## src/rtl/lsel_pkg.sv

```systemverilog
// Package for the link rate and lane selector.
// It holds the shared widths, the rate list kept as small multiples of the
// unit step, and the sequencer states.
package lsel_pkg;
    localparam int RATE_W    = 20;
    localparam int LANE_W    = 5;
    localparam int CODE_W    = 8;
    localparam int NUM_RATES = 2;
    localparam int UNIT_STEP = 27000;
    localparam int IDX_W     = $clog2(NUM_RATES + 2);

    typedef enum logic [2:0] {
        ST_IDLE,
        ST_SEEK,
        ST_LANES,
        ST_DROP,
        ST_READY,
        ST_DONE
    } lsel_state_e;

    // Rate list in descending order, as multiples of UNIT_STEP; 0 ends the list.
    function automatic logic [CODE_W-1:0] code_at(input int unsigned i);
        case (i)
            0:       code_at = CODE_W'(10);
            1:       code_at = CODE_W'(6);
            default: code_at = '0;
        endcase
    endfunction
endpackage

```

## src/rtl/lsel_rate_rom.sv

```systemverilog
// Rate list lookup.
// Maps a list index to a rate code and to the rate in 10 kbit/s units,
// using a constant multiply. An index past the end of the list returns 0.
module lsel_rate_rom
    import lsel_pkg::*;
#(
    parameter int IW = IDX_W,
    parameter int RW = RATE_W,
    parameter int CW = CODE_W
) (
    input  logic [IW-1:0] idx,
    output logic [CW-1:0] code,
    output logic [RW-1:0] rate
);
    // Decode the code and expand it to a rate.
    always_comb begin
        code = code_at(int'(idx));
        rate = RW'(code * UNIT_STEP);
    end
endmodule

```

## src/rtl/lsel_limits.sv

```systemverilog
// Capture of the limits at start.
// On start it registers the required bandwidth, (rate/8)*10, and the
// effective lane and rate limits (the smaller of source and sink), together
// with the enhanced-framing flag. It assumes the inputs are valid in the
// start cycle only.
module lsel_limits
    import lsel_pkg::*;
#(
    parameter int DR_W = 32,
    parameter int LW   = LANE_W,
    parameter int RW   = RATE_W,
    parameter int CW   = CODE_W
) (
    input  logic            clk,
    input  logic            rst_n,
    input  logic            start,
    input  logic [DR_W-1:0] data_rate,
    input  logic [LW-1:0]   enc_max_lanes,
    input  logic [RW-1:0]   enc_max_rate,
    input  logic [CW-1:0]   sink_rate_code,
    input  logic [7:0]      sink_lane_byte,
    input  logic            sink_enh_cap,
    output logic [DR_W:0]   req_bw,
    output logic [LW-1:0]   max_lanes,
    output logic [RW-1:0]   max_rate,
    output logic            enh
);
    localparam int SR_W = CW + 15;

    logic [DR_W:0]  bw_next;
    logic [SR_W-1:0] sink_rate;
    logic [LW-1:0]  sink_lanes;

    // Scale the bandwidth by 10/8 and take the smaller of each limit pair.
    always_comb begin
        bw_next    = (DR_W+1)'(data_rate >> 3) * (DR_W+1)'(10);
        sink_rate  = SR_W'(sink_rate_code) * SR_W'(UNIT_STEP);
        sink_lanes = LW'(sink_lane_byte[4:0]);
    end

    // Register the limits when a selection starts.
    always_ff @(posedge clk) begin
        if (!rst_n) begin
            req_bw    <= '0;
            max_lanes <= '0;
            max_rate  <= '0;
            enh       <= 1'b0;
        end else if (start) begin
            req_bw    <= bw_next;
            max_lanes <= (sink_lanes < enc_max_lanes) ? sink_lanes : enc_max_lanes;
            max_rate  <= (sink_rate < SR_W'(enc_max_rate)) ? RW'(sink_rate) : enc_max_rate;
            enh       <= sink_enh_cap;
        end
    end
endmodule

```

## src/rtl/lsel_seq.sv

```systemverilog
// Selection sequencer.
// It skips the rates above the limit, halves the lane count while fewer
// lanes suffice, then moves down the rate list while the lane count allows.
// Each step takes one clock. A fail pulse in READY advances one rate and
// searches again. start has priority in every state.
module lsel_seq
    import lsel_pkg::*;
#(
    parameter int DR_W = 32,
    parameter int LW   = LANE_W,
    parameter int RW   = RATE_W,
    parameter int IW   = IDX_W
) (
    input  logic          clk,
    input  logic          rst_n,
    input  logic          start,
    input  logic          train_fail,
    input  logic [DR_W:0] req_bw,
    input  logic [LW-1:0] max_lanes,
    input  logic [RW-1:0] max_rate,
    input  logic [RW-1:0] cur_rate,
    input  logic [RW-1:0] nxt_rate,
    output lsel_state_e   state,
    output logic [IW-1:0] idx,
    output logic [LW-1:0] lanes
);
    localparam int PW = DR_W + 1;

    logic [PW-1:0] half_prod;
    logic [PW-1:0] next_prod;

    // Bandwidth of half the lanes at this rate, and of all lanes at the next rate.
    always_comb begin
        half_prod = PW'(cur_rate) * PW'(lanes >> 1);
        next_prod = PW'(nxt_rate) * PW'(lanes);
    end

    // Step the search one compare per clock.
    always_ff @(posedge clk) begin
        if (!rst_n) begin
            state <= ST_IDLE;
            idx   <= '0;
            lanes <= '0;
        end else if (start) begin
            state <= ST_SEEK;
            idx   <= '0;
        end else begin
            case (state)
                ST_SEEK: begin
                    if (cur_rate == '0) begin
                        state <= ST_DONE;
                    end else if (cur_rate > max_rate) begin
                        idx <= idx + 1'b1;
                    end else begin
                        lanes <= max_lanes;
                        state <= ST_LANES;
                    end
                end
                ST_LANES: begin
                    if (half_prod > req_bw) lanes <= lanes >> 1;
                    else                    state <= ST_DROP;
                end
                ST_DROP: begin
                    if (next_prod > req_bw) idx   <= idx + 1'b1;
                    else                    state <= ST_READY;
                end
                ST_READY: begin
                    if (train_fail) begin
                        idx   <= idx + 1'b1;
                        state <= ST_SEEK;
                    end
                end
                default: state <= state;
            endcase
        end
    end
endmodule

```

## src/rtl/link_sel.sv

```systemverilog
// Top level of the link rate and lane selector.
// It ties together the limit capture, the sequencer and two rate lookups
// (one for the current index, one for the next). The outputs are zero
// unless a configuration is presented.
module link_sel
    import lsel_pkg::*;
#(
    parameter int DR_W = 32
) (
    input  logic              clk,
    input  logic              rst_n,
    input  logic              start,
    input  logic [DR_W-1:0]   data_rate,
    input  logic [LANE_W-1:0] enc_max_lanes,
    input  logic [RATE_W-1:0] enc_max_rate,
    input  logic [CODE_W-1:0] sink_rate_code,
    input  logic [7:0]        sink_lane_byte,
    input  logic              sink_enh_cap,
    input  logic              train_fail,
    output logic              cfg_valid,
    output logic [LANE_W-1:0] lane_count,
    output logic [RATE_W-1:0] lane_rate,
    output logic [CODE_W-1:0] rate_code,
    output logic [7:0]        lane_byte,
    output logic              exhausted
);
    logic [DR_W:0]       req_bw;
    logic [LANE_W-1:0]   max_lanes;
    logic [RATE_W-1:0]   max_rate;
    logic                enh;
    lsel_state_e         state;
    logic [IDX_W-1:0]    idx;
    logic [IDX_W-1:0]    idx_nxt;
    logic [LANE_W-1:0]   lanes;
    logic [CODE_W-1:0]   cur_code;
    logic [CODE_W-1:0]   nxt_code;
    logic [RATE_W-1:0]   cur_rate;
    logic [RATE_W-1:0]   nxt_rate;

    assign idx_nxt = idx + 1'b1;

    lsel_limits #(.DR_W(DR_W)) u_limits (
        .clk(clk), .rst_n(rst_n), .start(start), .data_rate(data_rate),
        .enc_max_lanes(enc_max_lanes), .enc_max_rate(enc_max_rate),
        .sink_rate_code(sink_rate_code), .sink_lane_byte(sink_lane_byte),
        .sink_enh_cap(sink_enh_cap), .req_bw(req_bw), .max_lanes(max_lanes),
        .max_rate(max_rate), .enh(enh)
    );

    lsel_rate_rom u_rom_cur (.idx(idx),     .code(cur_code), .rate(cur_rate));
    lsel_rate_rom u_rom_nxt (.idx(idx_nxt), .code(nxt_code), .rate(nxt_rate));

    lsel_seq #(.DR_W(DR_W)) u_seq (
        .clk(clk), .rst_n(rst_n), .start(start), .train_fail(train_fail),
        .req_bw(req_bw), .max_lanes(max_lanes), .max_rate(max_rate),
        .cur_rate(cur_rate), .nxt_rate(nxt_rate), .state(state),
        .idx(idx), .lanes(lanes)
    );

    // Present the configuration only while it is ready.
    always_comb begin
        cfg_valid  = (state == ST_READY);
        exhausted  = (state == ST_DONE);
        lane_count = cfg_valid ? lanes    : '0;
        lane_rate  = cfg_valid ? cur_rate : '0;
        rate_code  = cfg_valid ? cur_code : '0;
        lane_byte  = cfg_valid ? {enh, (7-LANE_W)'(0), lanes} : 8'h00;
    end

    logic unused_nxt;
    assign unused_nxt = ^nxt_code;
endmodule

```

## config.mk

```make
export PLATFORM = sky130hd
export DESIGN_NAME = link_sel
export DESIGN_NICKNAME = d
export VERILOG_FILES = /design/src/rtl/lsel_pkg.sv /design/src/rtl/lsel_rate_rom.sv /design/src/rtl/lsel_limits.sv /design/src/rtl/lsel_seq.sv /design/src/rtl/link_sel.sv
export SDC_FILE = /design/constraint.sdc
export NUM_CORES = 1
export LEC_CHECK = 0
export BUFFER_PORTS_ARGS = -buffer_cell sky130_fd_sc_hd__buf_2
export CORE_MARGIN = 2
export CORE_UTILIZATION = 35
export DETAILED_ROUTE_END_ITERATION = 12
export PLACE_DENSITY = 0.59
export SYNTH_ARGS = -nofsm -noshare
export SYNTH_HDL_FRONTEND = slang
export SYNTH_SLANG_ARGS = --single-unit
```

## constraint.sdc

```tcl
create_clock -name clk -period 10.6 [get_ports clk]
set_input_delay 1.06 -clock clk [delete_from_list [all_inputs] [get_ports clk]]
set_output_delay 1.06 -clock clk [all_outputs]
set_load 0.02 [all_outputs]
```

==> impl_results.rst <==
.. list-table::
   :header-rows: 1

   * - Metric
     - Value
   * - Number of setup buffers added after CTS
     - 0
   * - DRC marker count from the first detailed-route iteration
     - 568
   * - Combinational family with the most area after synthesis
     - adder cells
   * - Normalized max-slew margin
     - 0.394
   * - Number of global-route vias before repair
     - 9,898
   * - Final cell count without fillers
     - 1,980
   * - Fraction of layout cells with a size suffix above 1
     - 0.104
   * - Root Buffer Master
     - clkbuf_16
   * - MaxCap Viol Count
     - 0
   * - Total negative slack
     - 0 ns
   * - Initial antenna violation count
     - 0
   * - Detailed placement HPWL
     - 25.5 mm
   * - Min cycle time layout
     - 7.93 ns
   * - Ys async rst share
     - 0
   * - Effective utilization at floorplan
     - 0.353
   * - Maximum count of clock buffers along a single path
     - 2
   * - Slowest cell delay on critical path
     - 0.59 ns
   * - Global-route usage over all layers
     - 0.171
   * - Worst-margin pin slew
     - 0.902 ns
   * - Count of input and output buffers
     - 102
   * - RSZ-0062 raised after global routing
     - false
   * - Leakage
     - 7.01 nW
   * - Slowest cell on crit path
     - ha_1
   * - Arithmetic-cell share of the synthesized area counting full adders, half adders and majority gates
     - 0.399
   * - Largest net degree at the start of global routing
     - 38
   * - Total number of placement rows
     - 68
   * - Synthesized cell area
     - 12,100 um^2
   * - Post-cts hold buffer count
     - 0
   * - Routed wire length per instance
     - 15.2 um
   * - Detailed-router iteration count before antenna repair
     - 5
   * - Vertical extent of the die
     - 190 um
   * - Layout fillers
     - 3,520
   * - Cells after DPL
     - 1,964
   * - Worst slack on hold paths
     - 0.455 ns
   * - Final count of negative-setup-slack endpoints
     - 0
   * - Routability congestion estimate from global placement
     - 0.881
   * - Wire length of the first global-routing pass
     - 49.9 mm
   * - Share of the cycle needed by the critical path after routing
     - 0.748
   * - Vias
     - 10,041
   * - Yosys warnings
     - 0
   * - Data required, critical path
     - 10.80 ns
   * - Total area of multi-input combinational cells
     - 9540 um^2
   * - Storage element area
     - 1360 um^2
   * - Floorplan Core Area
     - 34,300 um^2
   * - Seq/Total Area, Yosys
     - 0.112
   * - Final antenna diode count
     - 0
   * - Sinks on Clock Net
     - 68
   * - Outcome
     - finished, final reports clean
   * - Post-detailed-route count of antenna-violating nets
     - 0
   * - Instance area at placement
     - 12,900 um^2
   * - Fmax
     - 0.126 GHz
   * - Area fraction in and, or, nand and nor cells after synthesis
     - 0.152
   * - Internal power of the cells
     - 0.936 mW
   * - Most Frequent Cell on Critical Path
     - inv_1
   * - Gate Count Post-Synth
     - 1,449
   * - Post-detailed-routing wire length
     - 30.0 mm
   * - Most frequently used flop master after synthesis
     - dfxtp_1
   * - Fraction of the mapped netlist area in compound gates
     - 0.165
   * - Clock transition at the registers of the reported paths
     - 0.06 ns
   * - Total DRC errors in the routed layout
     - 0
   * - Synth Area per Inst
     - 8.35 um^2
   * - Critical path capture point type
     - flip-flop
   * - Maximum ir drop on the vdd rail
     - 0.0792 mV
   * - Post-CTS resize count
     - 0
   * - Die Footprint
     - 36,100 um^2
   * - Part of the total power dissipated in sequential elements
     - 0.184
   * - Arrival time of data at the critical path endpoint
     - 8.13 ns
   * - Multiplexer share of the synthesized area
     - 0.0250
   * - CTS Buf Count
     - 9
   * - EDFF count, synth
     - 0
   * - Power density of the placed cells
     - 130 nW/um^2
   * - Net count of the finished layout
     - 1,929
   * - Buf/Inv on CP
     - 4
   * - Grt total ovfl
     - 0
   * - Clock share of power
     - 0.169
   * - Switching part of the total power
     - 0.454
   * - Ports
     - 121
   * - Net Switching
     - 0.776 mW
   * - Vias per Instance
     - 5.07
   * - Synth cell types
     - 81
   * - Tot Pwr
     - 1.71 mW
   * - Die width
     - 190 um
   * - Layout Area Growth over Synthesis
     - 9.20%
   * - Post-synthesis sequential element count
     - 68
   * - Final setup skew
     - 0.0133 ns
   * - Worst skew pair latency
     - 0.34 ns
   * - Max Fanout on Critical Path
     - 11
   * - Kind of launch point of the worst setup path
     - flip-flop
   * - Path class of the lowest-slack min-delay path
     - reg2reg
   * - Critical path's top delay family
     - adder cells
   * - Worst setup path category
     - reg2reg
   * - Fraction of power consumed by combinational cells
     - 0.647
   * - CTS tree
     - yes
   * - Max-slew violation total from the final report
     - 0
   * - Finished Cell Area
     - 13,200 um^2
   * - Count of H-tree levels built during CTS
     - 3
   * - Fraction of synthesized cell area in xor and xnor cells
     - 0.0427
   * - Count of endpoints failing hold in the final timing report
     - 0
## final timing paths
path	to	startpoint	depth (start not counted)	slack (ns)
setup / recovery	u_seq.idx[1]	u_seq.idx[1]	27	2.67
hold / removal	u_limits.req_bw[32]	u_limits.req_bw[32]	2	0.45
setup reg to reg	u_seq.idx[1]	u_seq.idx[1]	27	2.67
hold reg to reg	u_limits.req_bw[32]	u_limits.req_bw[32]	2	0.45
## placed cells by master (no fill, tap or decap), types with 32 or more instances in the layout
| cell | Yosys | final |
|---|---|---|
| inv_1 | 246 | 246 |
| ha_1 | 240 | 240 |
| buf_2 | 3 | 102 |
| nand2_1 | 97 | 97 |
| fa_1 | 91 | 91 |
| a21oi_1 | 86 | 86 |
| dfxtp_1 | 68 | 68 |
| nor2_1 | 69 | 67 |
| xnor2_1 | 44 | 44 |
| a21o_1 | 39 | 39 |
| o21ai_0 | 39 | 39 |
| nand3_1 | 32 | 32 |
## sequential cells by signal, indices dropped and copies added (netlist names)
signal              count
u_limits.enh            1
u_limits.max_lanes      5
u_limits.req_bw        32
u_limits.max_rate      20
u_seq.state             3
u_seq.idx               2
u_seq.lanes             5
## routing by layer
layer / part of all wire / track usage / routed length (um)
met3: 0.035 / 0.0170 / 1060
met5: 0 / 0 / 0
met2: 0.47 / 0.291 / 14100
met4: 0.019 / 0.0477 / 579
met1: 0.47 / 0.232 / 14200
## final cells by class
class / count / share of cell area
clock inverters: 5 / 0.00284
flip-flops and latches: 68 / 0.103
inverters: 248 / 0.0704
clock buffers: 11 / 0.0184
multi-input cells: 1087 / 0.721
well taps: 455 / 0.0431
repair buffers: 106 / 0.0409
## per-stage QoR
stage | setup WS, ns | util
3_3_place_gp | 2.69 | 0.377
5_1_grt | 1.93 | 0.386
3_5_place_dp | 2.70 | 0.377
6_report | 2.67 | 0.386
4_1_cts | 2.66 | 0.386
2_1_floorplan | 4.34 | -
## Yosys cell counts, drive strengths merged, types with 5 or more instances
cell	count	area share
xnor2	44	0.032
a21o	43	0.028
mux2i	28	0.023
nor2	69	0.021
dfxtp	68	0.11
a31oi	7	0.0036
xor2	15	0.011
or3	6	0.0032
nand2	97	0.030
o21bai	6	0.0037
o221ai	12	0.0087
clkbuf	26	0.0081
ha	240	0.25
and2	17	0.0090
nand3	33	0.014
nor3b	5	0.0031
a21boi	5	0.0034
o21a	14	0.0088
nand3b	8	0.0050
o21ai	47	0.020
inv	247	0.077
a211oi	17	0.011
nand4	14	0.0078
a211o	5	0.0036
or2	6	0.0031
nor4	10	0.0057
fa	91	0.15
and3	15	0.0083
buf	31	0.019
o211ai	14	0.0087
nand2b	18	0.0093
a21oi	87	0.036
nor2b	23	0.012
nor3	25	0.011
## power by group through the flow
| stage | Sequential [mW] | Clock, mW | Combinational, mW |
|---|---|---|---|
| floorplan | 0.308 | 0 | 0.873 |
| global placement | 0.320 | 0 | 1.09 |
| detailed placement | 0.320 | 0 | 1.10 |
| CTS | 0.315 | 0.297 | 1.12 |
| global route | 0.319 | 0.305 | 1.27 |
| finish | 0.315 | 0.289 | 1.11 |
## logic make-up (layout without fill, tap and decap cells)
group / Yosys count / in the layout
AOI/OAI and AO/OA: 296 / 296
buffers and inverters: 305 / 370
xor gates and xnor gates: 59 / 59
DFF: 68 / 68
muxes: 30 / 30
other: 1 / 12
and+or+nand+nor: 359 / 359
adders and majority gates: 331 / 331
## tightest hold or removal path, cell delays in order (launching register included)
cell and delay, ns:
dfxtp_1 0.31, nand2_1 0.05, o21ai_1 0.05
Power figures use the tool's default switching activity.
